<file path="src/rtl/eth_led_pkg.sv">
package eth_led_pkg;

    typedef enum logic [1:0] {
        PIN_IN  = 2'd0,
        PIN_PP  = 2'd1,
        PIN_OD  = 2'd2,
        PIN_LED = 2'd3
    } pin_mode_e;

    typedef enum logic [1:0] {
        ACT_IDLE = 2'd0,
        ACT_DARK = 2'd1,
        ACT_HOLD = 2'd2
    } act_state_e;

    typedef struct packed {
        logic dout;
        logic oe;
    } pin_drv_t;

    localparam int PIN_SPEED  = 0;
    localparam int PIN_LINK   = 1;
    localparam int PIN_DUPLEX = 2;

    function automatic pin_drv_t drive_for(pin_mode_e mode, logic gval, logic led_n);
        pin_drv_t d;
        d.dout = 1'b0;
        d.oe   = 1'b0;
        case (mode)
            PIN_PP:  begin d.dout = gval; d.oe = 1'b1; end
            PIN_OD:  d.oe = ~gval;
            PIN_LED: d.oe = ~led_n;
            default: d.oe = 1'b0;
        endcase
        return d;
    endfunction

endpackage

</file>
<file path="src/rtl/led_interval_timer.sv">
module led_interval_timer #(
    parameter int CLK_HZ   = 125_000_000,
    parameter int BLINK_MS = 80
) (
    input  logic clk,
    input  logic rst,
    input  logic start_i,
    input  logic clr_i,
    output logic done_o
);
    localparam int CYC_PER_MS = (CLK_HZ / 1000 > 0) ? CLK_HZ / 1000 : 1;
    localparam int MS_CNT     = (BLINK_MS > 0) ? BLINK_MS : 1;
    localparam int SUB_W      = $clog2(CYC_PER_MS > 1 ? CYC_PER_MS : 2);
    localparam int MS_W       = $clog2(MS_CNT > 1 ? MS_CNT : 2);
    localparam int TOTAL      = CYC_PER_MS * MS_CNT;

    logic [SUB_W-1:0] sub_q;
    logic [MS_W-1:0]  ms_q;
    logic             run_q;
    logic             sub_end;
    logic             ms_end;

    assign sub_end = (sub_q == SUB_W'(CYC_PER_MS - 1));
    assign ms_end  = (ms_q == MS_W'(MS_CNT - 1));
    assign done_o  = run_q && sub_end && ms_end;

    always_ff @(posedge clk) begin
        if (rst || clr_i) begin
            sub_q <= '0;
            ms_q  <= '0;
            run_q <= 1'b0;
        end else if (start_i) begin
            sub_q <= '0;
            ms_q  <= '0;
            run_q <= 1'b1;
        end else if (run_q) begin
            if (done_o) begin
                run_q <= 1'b0;
            end else if (sub_end) begin
                sub_q <= '0;
                ms_q  <= ms_q + 1'b1;
            end else begin
                sub_q <= sub_q + 1'b1;
            end
        end
    end

    generate
        if (TOTAL > 1) begin : g_chk
            a_r13_no_done_after_start: assert property (@(posedge clk) disable iff (rst)
                (start_i && !clr_i) |=> !done_o);
        end
    endgenerate

endmodule

</file>
<file path="src/rtl/link_act_fsm.sv">
module link_act_fsm
    import eth_led_pkg::*;
(
    input  logic clk,
    input  logic rst,
    input  logic link_i,
    input  logic act_i,
    input  logic done_i,
    output logic start_o,
    output logic led_n_o
);
    act_state_e st_q, st_d;
    logic       pend_q, pend_d;

    always_comb begin
        st_d    = st_q;
        pend_d  = pend_q;
        start_o = 1'b0;
        if (!link_i) begin
            st_d   = ACT_IDLE;
            pend_d = 1'b0;
        end else begin
            case (st_q)
                ACT_IDLE: begin
                    if (act_i) begin
                        st_d    = ACT_DARK;
                        start_o = 1'b1;
                    end
                end
                ACT_DARK: begin
                    if (act_i) pend_d = 1'b1;
                    if (done_i) begin
                        st_d    = ACT_HOLD;
                        start_o = 1'b1;
                    end
                end
                ACT_HOLD: begin
                    if (act_i) pend_d = 1'b1;
                    if (done_i) begin
                        if (pend_q || act_i) begin
                            st_d    = ACT_DARK;
                            start_o = 1'b1;
                            pend_d  = 1'b0;
                        end else begin
                            st_d = ACT_IDLE;
                        end
                    end
                end
                default: st_d = ACT_IDLE;
            endcase
        end
    end

    always_ff @(posedge clk) begin
        if (rst) begin
            st_q   <= ACT_IDLE;
            pend_q <= 1'b0;
        end else begin
            st_q   <= st_d;
            pend_q <= pend_d;
        end
    end

    assign led_n_o = !link_i || (st_q == ACT_DARK);

    // a pending request only exists while a blink sequence is running
    a_r9_pending_only_busy: assert property (@(posedge clk) disable iff (rst)
        pend_q |-> (st_q != ACT_IDLE));

    a_r7_dark_needs_cause: assert property (@(posedge clk) disable iff (rst)
        (st_q == ACT_DARK && $past(st_q) != ACT_DARK) |-> $past(act_i || pend_q));

    a_r8_hold_after_dark: assert property (@(posedge clk) disable iff (rst)
        ($past(st_q) == ACT_DARK && st_q != ACT_DARK && $past(link_i)) |-> (st_q == ACT_HOLD));

    a_r10_drop_clears: assert property (@(posedge clk) disable iff (rst)
        !$past(link_i) |-> (st_q == ACT_IDLE && !pend_q));

endmodule

</file>
<file path="src/rtl/pin_mux.sv">
module pin_mux
    import eth_led_pkg::*;
#(
    parameter int NPINS = 3
) (
    input  logic               clk,
    input  logic               rst,
    input  logic [2*NPINS-1:0] mode_i,
    input  logic [NPINS-1:0]   gval_i,
    input  logic [NPINS-1:0]   led_n_i,
    input  logic [NPINS-1:0]   pad_i,
    output logic [NPINS-1:0]   pad_o,
    output logic [NPINS-1:0]   pad_oe_o,
    output logic [NPINS-1:0]   gpio_in_o
);
    logic [NPINS-1:0] sync1_q;
    logic [NPINS-1:0] sync2_q;

    always_ff @(posedge clk) begin
        if (rst) begin
            sync1_q <= '0;
            sync2_q <= '0;
        end else begin
            sync1_q <= pad_i;
            sync2_q <= sync1_q;
        end
    end

    assign gpio_in_o = sync2_q;

    generate
        for (genvar i = 0; i < NPINS; i++) begin : g_pin
            pin_mode_e mode;
            pin_drv_t  drv;
            assign mode        = pin_mode_e'(mode_i[2*i +: 2]);
            assign drv         = drive_for(mode, gval_i[i], led_n_i[i]);
            assign pad_o[i]    = drv.dout;
            assign pad_oe_o[i] = drv.oe;

            a_r4_led_never_high: assert property (@(posedge clk) disable iff (rst)
                (mode == PIN_LED) |-> !(pad_oe_o[i] && pad_o[i]));

            a_r3_input_released: assert property (@(posedge clk) disable iff (rst)
                (mode == PIN_IN) |-> !pad_oe_o[i]);
        end
    endgenerate

endmodule

</file>
<file path="src/rtl/eth_status_led_ctl.sv">
module eth_status_led_ctl
    import eth_led_pkg::*;
#(
    parameter int CLK_HZ   = 125_000_000,
    parameter int BLINK_MS = 80
) (
    input  logic       clk,
    input  logic       rst,
    input  logic       cfg_wr_i,
    input  logic [5:0] cfg_mode_i,
    input  logic [2:0] cfg_dout_i,
    input  logic       phy_link_i,
    input  logic       phy_spd100_i,
    input  logic       phy_aneg_i,
    input  logic       phy_fdx_i,
    input  logic       tx_act_i,
    input  logic       rx_act_i,
    input  logic [2:0] pad_i,
    output logic [2:0] pad_o,
    output logic [2:0] pad_oe_o,
    output logic [2:0] gpio_in_o
);
    localparam int NPINS = 3;

    logic [2*NPINS-1:0] mode_q;
    logic [NPINS-1:0]   gval_q;
    logic [NPINS-1:0]   led_n;
    logic               start;
    logic               done;
    logic               link_led_n;

    always_ff @(posedge clk) begin
        if (rst) begin
            mode_q <= {NPINS{PIN_IN}};
            gval_q <= '0;
        end else if (cfg_wr_i) begin
            mode_q <= cfg_mode_i;
            gval_q <= cfg_dout_i;
        end
    end

    led_interval_timer #(
        .CLK_HZ  (CLK_HZ),
        .BLINK_MS(BLINK_MS)
    ) u_timer (
        .clk    (clk),
        .rst    (rst),
        .start_i(start),
        .clr_i  (!phy_link_i),
        .done_o (done)
    );

    link_act_fsm u_fsm (
        .clk    (clk),
        .rst    (rst),
        .link_i (phy_link_i),
        .act_i  (tx_act_i || rx_act_i),
        .done_i (done),
        .start_o(start),
        .led_n_o(link_led_n)
    );

    always_comb begin
        led_n[PIN_SPEED]  = phy_link_i && !phy_spd100_i && !phy_aneg_i;
        led_n[PIN_LINK]   = link_led_n;
        led_n[PIN_DUPLEX] = !(phy_link_i && phy_fdx_i);
    end

    pin_mux #(.NPINS(NPINS)) u_pins (
        .clk      (clk),
        .rst      (rst),
        .mode_i   (mode_q),
        .gval_i   (gval_q),
        .led_n_i  (led_n),
        .pad_i    (pad_i),
        .pad_o    (pad_o),
        .pad_oe_o (pad_oe_o),
        .gpio_in_o(gpio_in_o)
    );

    a_r1_reset_all_inputs: assert property (@(posedge clk)
        $past(rst) |-> (pad_oe_o == 3'b000));

    a_r6_link_down_dark: assert property (@(posedge clk) disable iff (rst)
        (mode_q[2*PIN_LINK +: 2] == PIN_LED && !phy_link_i) |-> !pad_oe_o[PIN_LINK]);

endmodule

</file>
<file path="config.mk">
export PLATFORM = sky130hd
export DESIGN_NAME = eth_status_led_ctl
export DESIGN_NICKNAME = d
export VERILOG_FILES = /design/src/rtl/eth_led_pkg.sv /design/src/rtl/led_interval_timer.sv /design/src/rtl/link_act_fsm.sv /design/src/rtl/pin_mux.sv /design/src/rtl/eth_status_led_ctl.sv
export SDC_FILE = /design/constraint.sdc
export NUM_CORES = 1
export LEC_CHECK = 0
export ABC_AREA = 1
export CAP_MARGIN = 0
export CORE_ASPECT_RATIO = 0.8
export CORE_MARGIN = 2
export CORE_UTILIZATION = 58
export CTS_BUF_LIST = sky130_fd_sc_hd__clkbuf_4 sky130_fd_sc_hd__clkbuf_8
export DETAILED_ROUTE_END_ITERATION = 8
export GPL_TIMING_DRIVEN = 0
export PLACE_DENSITY = 0.82
export REMOVE_ABC_BUFFERS = 1
export SLEW_MARGIN = 40
export SYNTH_ARGS = -nofsm -noshare
export SYNTH_HDL_FRONTEND = slang
export SYNTH_SLANG_ARGS = --single-unit
export TNS_END_PERCENT = 1
</file>
<file path="constraint.sdc">
create_clock -name clk -period 1.9 [get_ports clk]
set_clock_uncertainty 0.1 [all_clocks]
set_input_delay 0.38 -clock clk [delete_from_list [all_inputs] [get_ports clk]]
set_output_delay 0.38 -clock clk [all_outputs]
set_load 0.05 [all_outputs]
</file>
==> results.cfg <==
[setup_path]
rr_endpoint = u_timer.sub_q[10]
critPathRequiredTime_ns = 1.42
critical-path-slowest-cell = clkdlybuf4s50_1
path_max_fanout = 1
critical_path_class = primary input to output port
critPathTopFamily = buffers and inverters
crit_path_max_incr_delay_ns = 0.46
r2r_cells = 11
reg2reg_slack_ns = 0.12
critical_path_arrival_ns = 1.44
start_kind = primary input
critPathLaunch = phy_aneg_i
end_kind = output port
setup.worst_path.end = pad_oe_o[0]
rr_startpoint = u_timer.sub_q[0]
crit_chain = clkdlybuf4s50_1 -> nor4_4 -> a21oi_1 -> buf_4
crit_cells = 4
cp_num_buf_inv = 2

[power_and_ir_drop]
swShare_pct = 27.4
ir_drop_v = 0.000473
p_clk_share_pct = 32.7
cellPowerDensity_mw_per_mm2 = 576
p_int_uw = 1310
p_leak_uw = 0.00132
power.total_uw = 1800
combinationalPowerShare_pct = 14.8
power.switching_uw = 495
pwr-share-seq_pct = 52.4

[global_route]
antenna_found_initial = 0
grt_pass1_vias = 2446
grt.total_usage_pct = 25.9
gr-usage-met3_pct = 5.65
grt_max_degree = 25
grtUsageMet2_pct = 42.8
overflow = 0
top_usage_layer = met2
grt_util_met1_pct = 34.2
grt_pass1_wl_mm = 10.4

[clocking]
cts_tree = yes
cts_buffers = 5
clock_path_buffers = 2
cts-htree-levels = 2
clk_latency_ns = 0.30
cts_hold_buf = 0
clk_pin_slew_ns = 0.08
cts.sinks = 43
root_buffer = clkbuf_8

[timing]
slew_headroom_pct = 60.0
final_max_slew_viol_count = 0
setup_slack_ns = -0.0244
period_share_pct = 101
period_needed_ns = 1.92
totalNegativeSetupSlack_ns = -0.0244
setup_viol = 1
rsz0062_at_grt = yes
hold_violations = 0
fmax_mhz = 520
worstMarginPinSlew_ns = 0.598

[synth]
synthesis.area_mm2 = 0.00263
synth_common_cells = 119 x nor2_1, 97 x nand2_1, 63 x inv_1, 43 x dfxtp_1, 29 x nand3_1
avgSynthCellArea_um2 = 6.04
yosysWarnings = 0
synth-edff-count = 0
synth.distinct_cells = 26
ys.flop_type = dfxtp_1
synth-seq-cells = 43
synth_top_area_share_pct = 32.8
yosysMostFrequentCell = nor2_1
yosysSeqAreaShare_pct = 32.8
postSynthCellCount = 435
async_reset_ff_share_pct = 0
netlist_top_cells_area = dfxtp_1 33%, nor2_1 17%, nand2_1 14%
synth_area_leader_cell = dfxtp_1

[route]
routedWlPerCell_um = 12.0
drc = 0
vias = 2651
initialDrtViolationCount = 231
vias_per_cell = 5.06
firstDrtPassIters = 5
wl_mm = 6.29
drtAntennaViolNets = 0

[floorplanning]
die_area_mm2 = 0.00509
rows = 21
die_w_um = 79.2
core_area_mm2 = 0.00426
io_pins = 30
start_util_pct = 61.7
die_y_um = 64.2

[finish]
antenna_cells = 0
drive_gt1_share_pct = 10.5
postLayoutCoreUtil_pct = 73.6
synthToLayoutAreaGrowth_pct = 19.3
layout.cells.non_filler = 524
nets = 493

[placed_design]
place_inst = 513
dpl_worst_slack_ns = -0.632
dp_hpwl_mm = 4.58
globalplace.congestion = 0.919
port_buffers = 29

[job]
cap_violations = 0

[worst_hold_path]
hold_path_class = flip-flop to flip-flop
hold_depth = 2

[outcome]
status = finished with violations
violations = setup timing
==> sequential cells by signal, summed over array words and instances, names as in the netlist <==
name	count
u_fsm.st_q	2
mode_q	6
u_fsm.pend_q	1
u_pins.gpio_in_o	3
u_timer.run_q	1
u_timer.ms_q	7
u_pins.sync1_q	3
gval_q	3
u_timer.sub_q	17
==> final cells by class <==
type                       instances  area, µm²
inverter                          66        248
clock buffer                       6       76.3
fill                             353       1120
clock inverter                     2       12.5
timing repair buffer              32        324
sequential                        43        871
tap                               57       71.3
multi-input combinational        318       1530
==> how the worst min path moves through the flow <==
stage                     slack (ns)             endpoint              start
final                           0.32  u_pins.gpio_in_o[2]  u_pins.sync1_q[2]
after floorplan                 0.29  u_pins.gpio_in_o[0]  u_pins.sync1_q[0]
after global placement          0.29  u_pins.gpio_in_o[1]  u_pins.sync1_q[1]
after CTS                       0.32  u_pins.gpio_in_o[2]  u_pins.sync1_q[2]
after global routing            0.33  u_pins.gpio_in_o[2]  u_pins.sync1_q[2]
after detailed placement        0.31  u_pins.gpio_in_o[2]  u_pins.sync1_q[2]
==> cell usage in the layout (no fill, tap or decap), types with 3 or more instances in the layout <==
| cell | Yosys | layout |
|---|---|---|
| nand3_1 | 29 | 28 |
| nor2_2 | 1 | 3 |
| dlymetal6s2s_1 | 0 | 3 |
| ha_1 | 6 | 3 |
| a21oi_1 | 16 | 16 |
| clkdlybuf4s50_1 | 0 | 19 |
| nor2_1 | 119 | 116 |
| nand2_1 | 97 | 97 |
| xor2_1 | 6 | 6 |
| nand4_1 | 11 | 11 |
| o21ai_0 | 13 | 13 |
| inv_2 | 3 | 7 |
| nand2_2 | 5 | 5 |
| dfxtp_1 | 43 | 39 |
| nor3_1 | 4 | 4 |
| inv_1 | 63 | 59 |
| clkbuf_8 | 0 | 5 |
==> power by group through the flow <==
stage | clock (µW) | combinational, µW | sequential (µW)
2_1_floorplan | 0 | 141 | 971
3_3_place_gp | 0 | 240 | 965
3_5_place_dp | 0 | 246 | 967
4_1_cts | 600 | 256 | 946
5_1_grt | 645 | 292 | 950
6_report | 591 | 268 | 946
==> tightest hold or removal path, cell delays in order (launching register included) <==
cell	delay, ns
dfxtp_1	0.31
inv_1	0.04
nor2_1	0.03
==> through the flow <==
stage | cell area [µm²] | hold slack, ns
after floorplan | 2560 | 0.288
after global placement | 2930 | 0.289
after detailed placement | 2930 | 0.305
after CTS | 3070 | 0.318
after global routing | 3130 | 0.330
final | 3130 | 0.317
==> cells by family after synthesis <==
group	Yosys count	share of synthesized area (%)
adders and majority gates	6	2.86
DFF	43	32.8
xor gates and xnor gates	6	2.00
and+or+nand+nor	272	43.0
buffers and inverters	74	11.8
AOI/OAI and AO/OA	34	7.53
==> what timing repair did <==
action                                 4_1_cts  5_1_grt
pin swaps                                    1        4
resized for setup                           39       26
setup buffers                                0        3
setup endpoints to repair                   32       32
endpoints found under the hold margin        0        0
cloned                                       0        0
==> layer usage <==
layer / part of all wire [%] / wire (µm)
met5: 0 / 0
met3: 6.7 / 422
met4: 1.2 / 77
met1: 47 / 2940
met2: 45 / 2850
Note: power is estimated with default switching activity, not from simulation.
